==> config.mk <==
export PLATFORM = sky130hd
export DESIGN_NAME = pio_ctrl
export DESIGN_NICKNAME = d
export VERILOG_FILES = /design/src/rtl/pio_pkg.sv /design/src/rtl/pio_bus_slave.sv /design/src/rtl/pio_in_sync.sv /design/src/rtl/pio_out_drive.sv /design/src/rtl/pio_ctrl.sv
export SDC_FILE = /design/constraint.sdc
export NUM_CORES = 1
export LEC_CHECK = 0
export ABC_AREA = 1
export BUFFER_PORTS_ARGS = -buffer_cell sky130_fd_sc_hd__buf_4
export CAP_MARGIN = 20
export CORE_MARGIN = 2
export CORE_UTILIZATION = 50
export CTS_CLUSTER_DIAMETER = 40
export DETAILED_ROUTE_END_ITERATION = 10
export PLACE_DENSITY_LB_ADDON = 0.2
export RECOVER_POWER = 100
export SLEW_MARGIN = 0
export SYNTH_ARGS = -nofsm -noshare
export SYNTH_HDL_FRONTEND = slang
export SYNTH_SLANG_ARGS = --single-unit
==> constraint.sdc <==
create_clock -name clk -period 3 [get_ports clk]
set_clock_uncertainty 0.1 [all_clocks]
set_input_delay 0 -clock clk [delete_from_list [all_inputs] [get_ports clk]]
set_output_delay 0 -clock clk [all_outputs]
set_load 0.01 [all_outputs]
==> src/rtl/pio_pkg.sv <==
package pio_pkg;

   localparam int unsigned BUS_W   = 32;
   localparam int unsigned LANES   = BUS_W / 8;

   // register index = byte address bits 5:2
   localparam logic [3:0] IDX_PADIN  = 4'd0;
   localparam logic [3:0] IDX_DOUT   = 4'd1;
   localparam logic [3:0] IDX_DOE    = 4'd2;
   localparam logic [3:0] IDX_IEN    = 4'd3;
   localparam logic [3:0] IDX_POL    = 4'd4;
   localparam logic [3:0] IDX_AUXSEL = 4'd5;
   localparam logic [3:0] IDX_CTRL   = 4'd6;
   localparam logic [3:0] IDX_STAT   = 4'd7;
   localparam logic [3:0] IDX_CKSEL  = 4'd8;
   localparam logic [3:0] IDX_CKNEG  = 4'd9;

   // control word bit positions
   localparam int unsigned CTRL_GLB_EN  = 0;
   localparam int unsigned CTRL_PENDING = 1;

   // merge new data into old data on the lanes that are enabled
   function automatic logic [BUS_W-1:0] lane_merge(
      input logic [BUS_W-1:0] old_w,
      input logic [BUS_W-1:0] new_w,
      input logic [LANES-1:0] lane_en);
      logic [BUS_W-1:0] r;
      for (int b = 0; b < BUS_W; b++) begin
         r[b] = lane_en[b/8] ? new_w[b] : old_w[b];
      end
      return r;
   endfunction

endpackage

==> src/rtl/pio_bus_slave.sv <==
module pio_bus_slave #(
   parameter int unsigned ADDR_W      = 8,
   parameter bit          FULL_DECODE = 1'b1,
   parameter bit          STRICT_WORD = 1'b0
) (
   input  logic                          clk,
   input  logic                          rst_n,
   input  logic                          bus_cyc,
   input  logic                          bus_stb,
   input  logic                          bus_we,
   input  logic [ADDR_W-1:0]             bus_adr,
   input  logic [pio_pkg::LANES-1:0]     bus_sel,
   input  logic [pio_pkg::BUS_W-1:0]     rd_word,
   output logic [3:0]                    reg_idx,
   output logic                          wr_stb,
   output logic [pio_pkg::LANES-1:0]     lane_en,
   output logic [pio_pkg::BUS_W-1:0]     bus_rdat,
   output logic                          bus_ack,
   output logic                          bus_err
);
   import pio_pkg::*;

   localparam logic [LANES-1:0] ALL_LANES = '1;

   if (ADDR_W < 8) begin : g_bad_addr
      $error("pio_bus_slave: ADDR_W must be at least 8");
   end

   logic accept;
   logic size_bad;
   logic addr_ok;
   logic ack_q, err_q;
   logic [BUS_W-1:0] rdat_q;

   assign accept  = bus_cyc && bus_stb && !ack_q && !err_q;
   assign reg_idx = bus_adr[5:2];

   if (STRICT_WORD) begin : g_strict
      assign size_bad = (bus_sel != ALL_LANES);
   end else begin : g_lanes
      assign size_bad = 1'b0;
   end

   if (FULL_DECODE) begin : g_full
      assign addr_ok = (bus_adr[ADDR_W-1:6] == '0) && (bus_adr[1:0] == 2'b00);
   end else begin : g_partial
      assign addr_ok = 1'b1;
   end

   assign wr_stb  = accept && bus_we && !size_bad && addr_ok;
   assign lane_en = bus_sel;

   always_ff @(posedge clk or negedge rst_n) begin
      if (!rst_n) begin
         ack_q  <= 1'b0;
         err_q  <= 1'b0;
         rdat_q <= '0;
      end else begin
         ack_q <= accept && !size_bad;
         err_q <= accept && size_bad;
         if (accept) begin
            rdat_q <= (addr_ok && !size_bad && !bus_we) ? rd_word : '0;
         end
      end
   end

   assign bus_ack  = ack_q;
   assign bus_err  = err_q;
   assign bus_rdat = rdat_q;

   assert_one_resp_R6: assert property (@(posedge clk) disable iff (!rst_n)
      !(bus_ack && bus_err));

   assert_resp_after_req_R2: assert property (@(posedge clk) disable iff (!rst_n)
      (bus_ack || bus_err) |-> $past(bus_cyc && bus_stb));

   if (STRICT_WORD) begin : g_strict_chk
      assert_subword_err_R6: assert property (@(posedge clk) disable iff (!rst_n)
         (bus_cyc && bus_stb && !bus_ack && !bus_err && bus_sel != ALL_LANES)
         |=> (bus_err && !bus_ack));
   end

endmodule

==> src/rtl/pio_in_sync.sv <==
module pio_in_sync #(
   parameter int unsigned LINES = 24
) (
   input  logic             clk,
   input  logic             rst_n,
   input  logic [LINES-1:0] pad_in,
   input  logic [LINES-1:0] int_en,
   input  logic [LINES-1:0] rise_sel,
   output logic [LINES-1:0] pad_sync,
   output logic [LINES-1:0] edge_evt
);
   logic [LINES-1:0] meta_q, sync_q, prev_q;

   always_ff @(posedge clk or negedge rst_n) begin
      if (!rst_n) begin
         meta_q <= '0;
         sync_q <= '0;
         prev_q <= '0;
      end else begin
         meta_q <= pad_in;
         sync_q <= meta_q;
         prev_q <= sync_q;
      end
   end

   for (genvar i = 0; i < LINES; i++) begin : g_line
      logic went_up, went_down;
      assign went_up     = sync_q[i] && !prev_q[i];
      assign went_down   = !sync_q[i] && prev_q[i];
      assign edge_evt[i] = int_en[i] && (rise_sel[i] ? went_up : went_down);
   end

   assign pad_sync = sync_q;

   assert_sync_two_flops_R3: assert property (@(posedge clk) disable iff (!rst_n)
      $past(rst_n) |=> (prev_q == $past(sync_q)));

endmodule

==> src/rtl/pio_out_drive.sv <==
module pio_out_drive #(
   parameter int unsigned LINES = 24
) (
   input  logic             clk,
   input  logic             rst_n,
   input  logic [LINES-1:0] dout_reg,
   input  logic [LINES-1:0] doe_reg,
   input  logic [LINES-1:0] aux_sel,
   input  logic [LINES-1:0] aux_in,
   output logic [LINES-1:0] pad_out,
   output logic [LINES-1:0] pad_oe
);
   logic [LINES-1:0] src;
   logic [LINES-1:0] out_q, oe_q;

   for (genvar i = 0; i < LINES; i++) begin : g_mux
      assign src[i] = aux_sel[i] ? aux_in[i] : dout_reg[i];
   end

   always_ff @(posedge clk or negedge rst_n) begin
      if (!rst_n) begin
         out_q <= '0;
         oe_q  <= '0;
      end else begin
         out_q <= src;
         oe_q  <= doe_reg;
      end
   end

   assign pad_out = out_q;
   assign pad_oe  = oe_q;

   assert_oe_follow_R4: assert property (@(posedge clk) disable iff (!rst_n)
      $past(rst_n) |-> (pad_oe == $past(doe_reg)));

   assert_data_path_R4: assert property (@(posedge clk) disable iff (!rst_n)
      ($past(rst_n) && $past(aux_sel) == '0) |-> (pad_out == $past(dout_reg)));

endmodule

==> src/rtl/pio_ctrl.sv <==
module pio_ctrl #(
   parameter int unsigned LINES       = 24,
   parameter int unsigned ADDR_W      = 8,
   parameter bit          FULL_DECODE = 1'b1,
   parameter bit          STRICT_WORD = 1'b0
) (
   input  logic              clk,
   input  logic              rst_n,
   input  logic              bus_cyc,
   input  logic              bus_stb,
   input  logic              bus_we,
   input  logic [ADDR_W-1:0] bus_adr,
   input  logic [3:0]        bus_sel,
   input  logic [31:0]       bus_wdat,
   output logic [31:0]       bus_rdat,
   output logic              bus_ack,
   output logic              bus_err,
   input  logic [LINES-1:0]  pad_in,
   input  logic [LINES-1:0]  aux_in,
   output logic [LINES-1:0]  pad_out,
   output logic [LINES-1:0]  pad_oe,
   output logic [LINES-1:0]  extclk_sel,
   output logic [LINES-1:0]  extclk_negedge,
   output logic              irq
);
   import pio_pkg::*;

   // the plain read/write registers and their map indices
   localparam int unsigned NPLAIN = 7;
   localparam logic [3:0] PLAIN_IDX [NPLAIN] =
      '{IDX_DOUT, IDX_DOE, IDX_IEN, IDX_POL, IDX_AUXSEL, IDX_CKSEL, IDX_CKNEG};
   localparam int unsigned P_DOUT = 0, P_DOE = 1, P_IEN = 2, P_POL = 3,
                           P_AUX = 4, P_CKSEL = 5, P_CKNEG = 6;

   if (LINES < 1 || LINES > BUS_W) begin : g_bad_lines
      $error("pio_ctrl: LINES must lie between 1 and 32");
   end

   logic [3:0]       reg_idx;
   logic             wr_stb;
   logic [LANES-1:0] lane_en;
   logic [BUS_W-1:0] rd_word;

   logic [LINES-1:0] plain_q [NPLAIN];
   logic [LINES-1:0] stat_q;
   logic [1:0]       ctrl_q;
   logic [LINES-1:0] pad_sync;
   logic [LINES-1:0] edge_evt;
   logic             wr_stat, wr_ctrl;

   function automatic logic [LINES-1:0] upd(input logic [LINES-1:0] cur);
      logic [BUS_W-1:0] w;
      w = '0;
      w[LINES-1:0] = cur;
      w = lane_merge(w, bus_wdat, lane_en);
      return w[LINES-1:0];
   endfunction

   function automatic logic [BUS_W-1:0] widen(input logic [LINES-1:0] v);
      logic [BUS_W-1:0] w;
      w = '0;
      w[LINES-1:0] = v;
      return w;
   endfunction

   pio_bus_slave #(
      .ADDR_W      (ADDR_W),
      .FULL_DECODE (FULL_DECODE),
      .STRICT_WORD (STRICT_WORD)
   ) u_slave (
      .clk      (clk),
      .rst_n    (rst_n),
      .bus_cyc  (bus_cyc),
      .bus_stb  (bus_stb),
      .bus_we   (bus_we),
      .bus_adr  (bus_adr),
      .bus_sel  (bus_sel),
      .rd_word  (rd_word),
      .reg_idx  (reg_idx),
      .wr_stb   (wr_stb),
      .lane_en  (lane_en),
      .bus_rdat (bus_rdat),
      .bus_ack  (bus_ack),
      .bus_err  (bus_err)
   );

   // plain registers, one generated instance per map entry
   for (genvar k = 0; k < NPLAIN; k++) begin : g_plain
      always_ff @(posedge clk or negedge rst_n) begin
         if (!rst_n) begin
            plain_q[k] <= '0;
         end else if (wr_stb && reg_idx == PLAIN_IDX[k]) begin
            plain_q[k] <= upd(plain_q[k]);
         end
      end
   end

   assign wr_stat = wr_stb && (reg_idx == IDX_STAT);
   assign wr_ctrl = wr_stb && (reg_idx == IDX_CTRL) && lane_en[0];

   // status and control: a fresh event overrides a clearing write
   always_ff @(posedge clk or negedge rst_n) begin
      if (!rst_n) begin
         stat_q <= '0;
         ctrl_q <= '0;
      end else begin
         stat_q <= (wr_stat ? upd(stat_q) : stat_q) | edge_evt;
         if (wr_ctrl) begin
            ctrl_q[CTRL_GLB_EN] <= bus_wdat[CTRL_GLB_EN];
         end
         ctrl_q[CTRL_PENDING] <= (wr_ctrl ? bus_wdat[CTRL_PENDING]
                                          : ctrl_q[CTRL_PENDING]) | (|edge_evt);
      end
   end

   pio_in_sync #(.LINES(LINES)) u_in (
      .clk      (clk),
      .rst_n    (rst_n),
      .pad_in   (pad_in),
      .int_en   (plain_q[P_IEN]),
      .rise_sel (plain_q[P_POL]),
      .pad_sync (pad_sync),
      .edge_evt (edge_evt)
   );

   pio_out_drive #(.LINES(LINES)) u_out (
      .clk      (clk),
      .rst_n    (rst_n),
      .dout_reg (plain_q[P_DOUT]),
      .doe_reg  (plain_q[P_DOE]),
      .aux_sel  (plain_q[P_AUX]),
      .aux_in   (aux_in),
      .pad_out  (pad_out),
      .pad_oe   (pad_oe)
   );

   always_comb begin
      rd_word = '0;
      case (reg_idx)
         IDX_PADIN:  rd_word = widen(pad_sync);
         IDX_CTRL:   rd_word[1:0] = ctrl_q;
         IDX_STAT:   rd_word = widen(stat_q);
         default: begin
            for (int k = 0; k < NPLAIN; k++) begin
               if (reg_idx == PLAIN_IDX[k]) rd_word = widen(plain_q[k]);
            end
         end
      endcase
   end

   assign extclk_sel     = plain_q[P_CKSEL];
   assign extclk_negedge = plain_q[P_CKNEG];
   assign irq            = ctrl_q[CTRL_GLB_EN] && ctrl_q[CTRL_PENDING];

   assert_stat_needs_enable_R9: assert property (@(posedge clk) disable iff (!rst_n)
      ($past(rst_n) && !$past(wr_stat))
      |-> ((stat_q & ~$past(stat_q) & ~$past(plain_q[P_IEN])) == '0));

   assert_pending_clear_R10: assert property (@(posedge clk) disable iff (!rst_n)
      (wr_ctrl && !bus_wdat[CTRL_PENDING] && edge_evt == '0) |=> !irq);

   assert_stat_hold_R10: assert property (@(posedge clk) disable iff (!rst_n)
      (!wr_stat && edge_evt == '0) |=> $stable(stat_q));

endmodule

==> results of run 1 <==
## cell usage after synthesis (all sizes together)
library cell / number
nand4: 21
or2: 6
a21oi: 30
clkbuf: 15
buf: 102
inv: 118
o211ai: 22
nor3: 2
o21ai: 207
nor2: 67
nand3: 136
mux2: 20
conb: 1
nand2: 505
dfrtp: 339
nand3b: 2
## placed cells by master (no fill, tap or decap), types with 6 or more instances in the layout
master	instances
a21oi_1	30
buf_4	75
clkbuf_1	129
clkbuf_16	44
clkbuf_4	29
clkinvlp_4	9
conb_1	9
dfrtp_1	339
dlygate4sd3_1	109
inv_1	113
inv_6	9
mux2_2	19
nand2_1	499
nand2_2	6
nand3_1	118
nand3_4	16
nand4_1	21
nor2_1	58
o211ai_1	22
o21ai_0	200
o21ai_1	6
or2_2	6
## cell type report
type                       count  area (um^2)  share of cell area
timing repair buffer         342         2360               0.130
tap                          384          480              0.0265
multi-input combinational   1027         4960               0.273
inverter                     118          450              0.0248
sequential                   339         8480               0.467
clock inverter                28          279              0.0154
clock buffer                  50         1150              0.0635
## logic make-up after synthesis
kind of cell | share of synthesized area
mux | 0.0153
simple gates | 0.229
buf+inv | 0.0830
flops | 0.578
other cells | 0.000255
compound gates | 0.0948
## registers in the layout (all words and copies together), names as in the netlist
name              count
extclk_sel           24
plain_q             120
u_out.pad_out        24
u_slave.bus_ack       1
u_in.pad_sync        24
stat_q               24
extclk_negedge       24
u_in.prev_q          24
ctrl_q                2
u_out.pad_oe         24
u_slave.bus_rdat     24
u_in.meta_q          24
## layer usage
| metal | share of wire | vias up |
|---|---|---|
| met3 | 0.081 | 84 |
| met1 | 0.43 | 5793 |
| met5 | 0 | - |
| met4 | 0.024 | 0 |
| li1 | - | 5692 |
| met2 | 0.47 | 549 |
## through the flow
stage                     power, uW  hold WS, ns  instance area [um^2]
after global routing          10700       0.0285                 18200
after detailed placement       5300      -0.0698                 16200
after floorplan                4990       -0.396                 14700
after global placement         5300      -0.0722                 16200
final                         10400       0.0346                 18200
after CTS                     10500      0.00416                 18800
## where the power goes
group,switching (uW),internal [uW]
Combinational,373,228
Clock,2070,2990
Sequential,44.1,4650
Total,2490,7870
## how the worst min path moves through the flow
stage                    start                  end  slack (ns)
floorplan                rst_n            ctrl_q[0]       -0.40
global placement         rst_n  u_slave.bus_rdat[2]       -0.07
detailed placement       rst_n         plain_q[120]       -0.07
CTS                 bus_adr[0]       extclk_sel[16]       0.004
global route        pad_in[11]      u_in.meta_q[11]        0.03
finish              pad_in[11]      u_in.meta_q[11]        0.03
## what timing repair did
item                                    CTS  global route
gates resized for setup                   0             7
hold buffers                            110             0
endpoints found under the hold margin   606             0
endpoints found under the setup margin    0            26
==> metrics.txt, run 1 <==
clock root buffer=clkbuf_16; Worst R2R End=stat_q[2]; PD cells=roughly 570 nW/um^2; drt total wl=slightly above 40 mm; Largest stage delay, worst path=~0.57 ns; via count=~12000; top-level I/O count=around 230; Die Wd=approximately 180 um; Post-DP HPWL=around 26 mm; GRT met1 Usage=0.386; Core Region=28800 um^2; WP data arrival=3.21 ns; CP delay by family, top=buffers and inverters; setup_tns=0 ns; Final Max Slew Viols=0; Least-Margin Pin Slew=1.09 ns; row count=between 60 and 70; CP Launch Point=u_slave.bus_ack; r2r setup slk=around 0.14 ns; Worst Setup EP=stat_q[2]; pre-CTS setup slack=just under 0.7 ns; clk buf depth=3; die height=between 150 and 200 um; crit-path max FO=16; residual DRC count=0; area grow syn2layout=23.7%; Port Buffers=approximately 210; clk slew on worst S/H paths=0.06 ns; peak supply drop=397 uV; worst-skew pair later-pin latency=about 0.54 ns; wire length per cell=roughly 18 um; ANT nets after route=0; fin cells=between 2000 and 2500; Hold WC Path Type=primary input to register; gp weighted congestion=between 0.8 and 0.9; worst setup margin=about 0.14 ns; RSZ-0062 raised after global routing=no; Cells after DPL=2100; Rel. slew slack=0.275; critical path's most frequent cell=nand2_2; Avg Cell Area, Syn=around 9.2 um^2; stages on the worst setup path=11; die area=30800 um^2; Starting DRT DRC Count=approximately 1100; CTS tree=done; # setup viols final=0; post-synth top area share=0.578; M2 GR Usage=0.430; startpoint types=register; Fin. Hold Viols=0; R2R cell count=11; Antenna Diode Count=0; vias per cell=about 5.3; Pleak=~0.0086 uW; layout cells sized above 1=0.130; clk sink count=around 340; global route total overflow=0; Crit. End Element=register; met3 usage=0.0509; fin nets=between 1500 and 2000; fin util=0.631; yosys warns=0; critical-path cell list=nor2_2 > nand2_2 > dlygate4sd3_1 > inv_2 > nand2_2 > nor2_8 > nand2_2 > inv_6 > clkbuf_1 > nand3_1 > nand3_1; library cells used by synthesis=33; Total GRT Usage=0.272; sequential element share of the synthesized area=0.578; post-synthesis cell count=between 1500 and 2000; CP required=about 3.4 ns; Num CTS Buffers=between 40 and 50; initial antenna violation count=0; WHS Path Cells=2; global-route wire length before repair=about 66 mm; Synth area leader=dfrtp_1; Post-CTS Setup Inserts=0; Cell Area, Synth=about 15000 um^2; status=finished, final reports clean; worst r2r src=u_slave.bus_ack; WP buf/inv=4; Setup Crit Path Kind=register to register; Initial DRT Pass Iterations=5; Initial Util=0.510; top cells by area, synth=dfrtp_1 (58%), nand2_1 (13%), o21ai_0 (5.1%); max-cap violations=0; critical path's slowest cell=dlygate4sd3_1; Tmin final=2.86 ns; CTS H-tree lvls=2; fill count=2488; flops & latches, synth=roughly 340; Most Crowded Layer GR=met2; vias in the first global route=between 10000 and 15000; Max Freq=350 MHz; Tcrit/Tclk final=0.953; largest net degree at the start of global routing=between 60 and 70
Note: power is estimated with default switching activity, not from simulation.
==> inputs of run 2 (changes only) <==
--- a/config.mk
+++ b/config.mk
@@ -17,4 +17,5 @@
 export SLEW_MARGIN = 0
 export SYNTH_ARGS = -nofsm -noshare
 export SYNTH_HDL_FRONTEND = slang
+export SYNTH_HIERARCHICAL = 1
 export SYNTH_SLANG_ARGS = --single-unit
==> metrics.txt, run 2 <==
Rel. slew slack=-0.0953 (-0.370); CP required=3.33 ns (-0.02 ns); stages on the worst setup path=12 (+1); routed wl met3=3.09 mm (-7.5%); Num CTS Buffers=47 (+9.3%); CTS H-tree lvls=2 (unchanged); Max Freq=409 MHz (+17%); residual DRC count=0 (unchanged); Avg Cell Area, Syn=8.79 um^2 (-4.7%); wire length per cell=18.1 um (+0.10%); Hold Path Origin=bus_adr[1]; most frequent cells in the layout=nand2_1 (506), dfrtp_1 (347), o21ai_0 (225); crit-path max FO=31 (+15); Seq pwr share=0.439 (-0.014); Port Buffers=217 (+3.8%); startpoint types=primary input; max-cap violations=4 (+4); Clock power frac=0.502 (+0.013); fin nets=2065 (+4.9%); Finished Cell Area=18500 um^2 (+2.0%); metal2 WL=21.0 mm (+8.9%); gp weighted congestion=0.879 (+4.0%); ANT nets after route=0 (unchanged); initial antenna violation count=1 (+1); die height=178 um (+1.3%); Least-Margin Pin Slew=1.64 ns (+0.557 ns); Starting DRT DRC Count=1070 (-5.0%); worst r2r src=u_slave/bus_ack; Post-DP HPWL=28.2 mm (+7.4%); Int Power=8390 uW (+6.6%); Total GRT Usage=0.279 (+0.00651); Tmin final=2.44 ns (-0.416 ns); peak supply drop=380 uV (-4.4%); layout cells sized above 1=0.104 (-0.0264); cts repair resizes=0 (unchanged); worst-skew pair later-pin latency=0.54 ns (about the same); top-level I/O count=228 (unchanged); Cell Area, Synth=15100 um^2 (+2.6%); worst hold margin=-0.0643 ns (-0.0989 ns); Initial Util=0.509 (-0.00178); Comb pwr share=0.059 (about the same); global route total overflow=0 (unchanged); setup_tns=0 ns (unchanged); WP buf/inv=5 (+1); yosys warns=6 (+6); area grow syn2layout=23.0%; Crit. End Element=register; row count=63 (+1.6%); vias per cell=5.39 (+1.8%); critical path's slowest cell=nor2_1; violated checks=hold timing, capacitance limit, slew limit; fill count=2670 (+7.3%); Fin. Hold Viols=28 (+28); WHS Path Cells=5 (+3); clk sink count=347 (+2.4%); status=finished with violations; RSZ-0062 raised after global routing=no; Net Sw Frac=0.239 (-0.00172); # setup viols final=0 (unchanged); WP data arrival=2.77 ns (-0.44 ns); M1 wire length=17.7 mm (-0.96%); Setup Crit Path Kind=primary input to register; R2R cell count=8 (-3); Final Max Slew Viols=168 (+168); global-route wire length before repair=68.2 mm (+4.0%); CTS tree=done; max reg flops=120 (unchanged); vias in the first global route=12600 (+6.3%); via count=12900 (+6.5%); Initial DRT Pass Iterations=6 (+1); uppermost layer routed=met4; Core Region=29600 um^2 (+3.0%); commonest non-fill, non-tap cell in the layout=nand2_1; die area=31600 um^2 (+2.6%); hold_buf cts=89 (-19%); CP delay by family, top=buffers and inverters; switching pwr=2630 uW (+5.6%); Tcrit/Tclk final=0.815 (-0.139); CP Launch Point=bus_adr[2]; Largest stage delay, worst path=0.65 ns (+0.08 ns); Post-CTS Setup Inserts=0 (unchanged); clock root buffer=clkbuf_16; largest net degree at the start of global routing=89 (+31%); clk buf depth=3 (unchanged); Hold WC Path Type=primary input to register; area post-placement=16700 um^2 (+3.1%); Top reg by flops=plain_q; post-synthesis cell count=1715 (+7.7%); clk slew on worst S/H paths=0.06 ns (about the same); critical-path cell list=buf_4 > inv_1 > nor2_2 > inv_2 > nor2_1 > buf_4 > nand2_1 > nand2_1 > nand4_1 > nand4_1 > dlygate4sd3_1 > o21ai_2; Pleak=0.00855 uW (-0.24%); PD cells=595 nW/um^2 (+4.2%); drt total wl=43.4 mm (+4.7%); Die Wd=178 um (+1.3%)
## run 2: path summary, 6_finish.rpt
check	endpoint	slack [ns]
setup / recovery	u_slave/bus_rdat[22]	0.56
hold / removal	u_slave/bus_rdat[22]	-0.06
setup reg to reg	plain_q[123]	0.66
hold reg to reg	u_in/pad_sync[15]	0.24
max in group asynchronous	u_in/prev_q[17]	0.80
min in group asynchronous	u_out/pad_oe[3]	-0.05
## run 2: power groups by stage
stage,sequential (uW),combinational (uW),clock [uW]
after CTS,4840,675,5600
after detailed placement,4920,581,0
final,4840,649,5530
after floorplan,4910,262,0
after global routing,4850,716,5820
after global placement,4920,575,0
## run 2: worst register-to-register path: stages (launching register included)
cell and delay (ns):
dfrtp_1 0.38, inv_1 0.11, nand3_4 0.07, nor3_1 0.19, buf_4 0.27, nand2_1 0.11, inv_1 0.20, nand2_1 0.46
o21ai_0 0.35
## run 2: layout make-up
| cell class | count | area (um^2) | area share |
|---|---|---|---|
| clock buffers | 60 | 1340 | 0.0722 |
| repair buffers | 332 | 2260 | 0.122 |
| multi-input cells | 1083 | 4920 | 0.266 |
| clock inverters | 24 | 248 | 0.0134 |
| inverters | 157 | 589 | 0.0318 |
| well taps | 390 | 488 | 0.0263 |
| diodes | 1 | 2.50 | 0.000135 |
| flip-flops and latches | 347 | 8680 | 0.469 |
## run 2: per-stage QoR
step	instances	total power, uW	hold WS [ns]	setup slack, ns	utilization
6_report	2394	11000	-0.0643	0.556	0.625
5_1_grt	2393	11400	-0.0438	0.297	0.625
4_1_cts	2392	11100	0.00121	0.732	0.648
3_5_place_dp	2219	5510	-0.0216	0.675	0.564
3_3_place_gp	2219	5500	-0.0248	0.761	0.564
2_1_floorplan	1722	5170	-0.396	0.711	-
## run 2: per-layer routing
layer,GRT usage,vias up
met5,0,-
met4,0.117,0
met3,0.0508,108
met2,0.458,522
met1,0.365,6243
li1,-,6030
==> inputs of run 3 (changes only) <==
==> constraint.sdc (replaced) <==
create_clock -name clk -period 2.55 [get_ports clk]
set_clock_uncertainty 0.1 [all_clocks]
set_input_delay 0 -clock clk [delete_from_list [all_inputs] [get_ports clk]]
set_output_delay 0 -clock clk [all_outputs]
set_load 0.01 [all_outputs]
==> metrics.txt, run 3 (synthesis gave the netlist of run 2 again) <==
Rel. slew slack=0.108 (+0.204); area grow syn2layout=24.0%; drt total wl=44.2 mm (+1.8%); row count=63 (unchanged); status=finished, final reports clean; Top reg by flops=plain_q; metal2 WL=21.1 mm (+0.72%); clk sink count=347 (unchanged); crit-path max FO=12 (-61%); CTS tree=done; vias per cell=5.42 (+0.62%); uppermost layer routed=met5; fin nets=2079 (+0.68%); residual DRC count=0 (unchanged); sequential cell area=8680 um^2 (unchanged); Hold WC Path Type=primary input to register; die height=178 um (unchanged); peak supply drop=458 uV (+21%); Die Wd=178 um (unchanged); Fin. Hold Viols=0 (-100%); fill count=2643 (-1.0%); RSZ-0062 raised after global routing=no; Initial DRT Pass Iterations=6 (unchanged); PD cells=711 nW/um^2 (+20%); max reg flops=120 (unchanged); layout cells sized above 1=0.108 (+0.00413); Pleak=0.00865 uW (+1.2%); switching pwr=3020 uW (+15%); die area=31600 um^2 (unchanged); Finished Cell Area=18700 um^2 (+0.89%); Initial Util=0.509 (unchanged); commonest non-fill, non-tap cell in the layout=nand2_1; worst r2r src=u_slave/bus_ack; most frequent cells in the layout=nand2_1 (506), dfrtp_1 (347), o21ai_0 (224); setup_tns=0 ns (unchanged); Core Region=29600 um^2 (unchanged); clock root buffer=clkbuf_16; CTS H-tree lvls=2 (unchanged); Setup Crit Path Kind=primary input to register; worst-skew pair later-pin latency=0.54 ns (about the same); # setup viols final=0 (unchanged); routed wl met3=3.44 mm (+11%); Comb pwr share=0.059 (about the same); Seq pwr share=0.429 (-0.010); global route total overflow=0 (unchanged); WP data arrival=2.74 ns (-0.03 ns); Int Power=10300 uW (+23%); Net Sw Frac=0.227 (-0.0118); Worst R2R End=extclk_sel[0]; vias in the first global route=12700 (+0.93%); Total GRT Usage=0.283 (+0.00417); Worst Setup EP=u_slave/bus_rdat[9]; area post-placement=16800 um^2 (+0.34%); Tcrit/Tclk final=0.938; clk slew on worst S/H paths=0.06 ns (about the same); clk buf depth=3 (unchanged); r2r setup slk=0.23 ns (-0.43 ns); max-cap violations=0 (-4); Tmin final=around 2.4 ns; wire length per cell=18.3 um (+1.1%); via count=13100 (+1.3%); global-route wire length before repair=68.8 mm (+0.92%); M1 wire length=17.7 mm (+0.16%); Starting DRT DRC Count=1131 (+5.7%); initial antenna violation count=3 (+2); R2R cell count=9 (+1); largest net degree at the start of global routing=84 (-5.6%); Least-Margin Pin Slew=1.34 ns (-0.305 ns); CP Launch Point=bus_adr[1]; Final Max Slew Viols=0 (-100%); Num CTS Buffers=46 (-2.1%); startpoint types=primary input; Post-DP HPWL=29.2 mm (+3.3%); CP required=2.90 ns (-0.43 ns); Clock power frac=0.513 (+0.011); Port Buffers=217 (unchanged); Max Freq=~420 MHz; ANT nets after route=0 (unchanged); gp weighted congestion=0.911 (+3.7%); top-level I/O count=228 (unchanged); Crit. End Element=register; multi-input logic area=4930 um^2 (+0.13%)
run 3: final cells by class:
cell class,instances,share of cell area
flip-flops and latches,347,0.464
multi-input cells,1083,0.264
repair buffers,347,0.125
clock buffers,63,0.0727
inverters,157,0.0315
well taps,390,0.0261
clock inverters,22,0.0163
diodes,2,0.000268
run 3: critical path, stage by stage:
cell	delay, ns
dlygate4sd3_1	0.55
buf_4	0.14
nor2_2	0.10
dlygate4sd3_1	0.56
nand3_1	0.36
dlygate4sd3_1	0.84
o21ai_0	0.20
run 3: timing repair:
item                      in CTS  in global routing
hold endpoints to repair     616                  0
hold buffers                  94                  0
buffers inserted               0                  0
gates resized for setup        0                  0
run 3: routing by layer:
metal  vias up  track usage
met5         -            0
li1       6050            -
met4         2        0.135
met3       142       0.0495
met1      6290        0.373
met2       591        0.456
run 3: power groups by stage:
| stage | Clock (uW) | Sequential, uW | Combinational, uW |
|---|---|---|---|
| final | 6820 | 5700 | 782 |
| after global routing | 7150 | 5710 | 857 |
| after CTS | 6900 | 5700 | 818 |
| after detailed placement | 0 | 5790 | 694 |
| after global placement | 0 | 5790 | 683 |
| after floorplan | 0 | 5770 | 309 |
run 3: worst min path at each step:
stage,slack (ns),start,cells after the start,to
floorplan,-0.40,rst_n,0,ctrl_q[0]
CTS,0.002,pad_in[8],2,u_in/meta_q[8]
global placement,-0.17,rst_n,1,u_out/pad_oe[3]
global route,0.02,pad_in[19],2,u_in/meta_q[19]
finish,0.03,pad_in[21],2,u_in/meta_q[21]
detailed placement,-0.16,rst_n,1,u_out/pad_oe[3]
run 3: stage by stage:
stage	hold slack [ns]	utilization	setup WS (ns)	instances	total power (uW)
final	0.0304	0.631	0.158	2411	13300
after global routing	0.0248	0.631	0.0649	2409	13700
after CTS	0.00175	0.654	0.298	2409	13400
after detailed placement	-0.163	0.566	0.336	2230	6490
after global placement	-0.170	0.566	0.451	2230	6470
after floorplan	-0.396	-	0.261	1722	6080
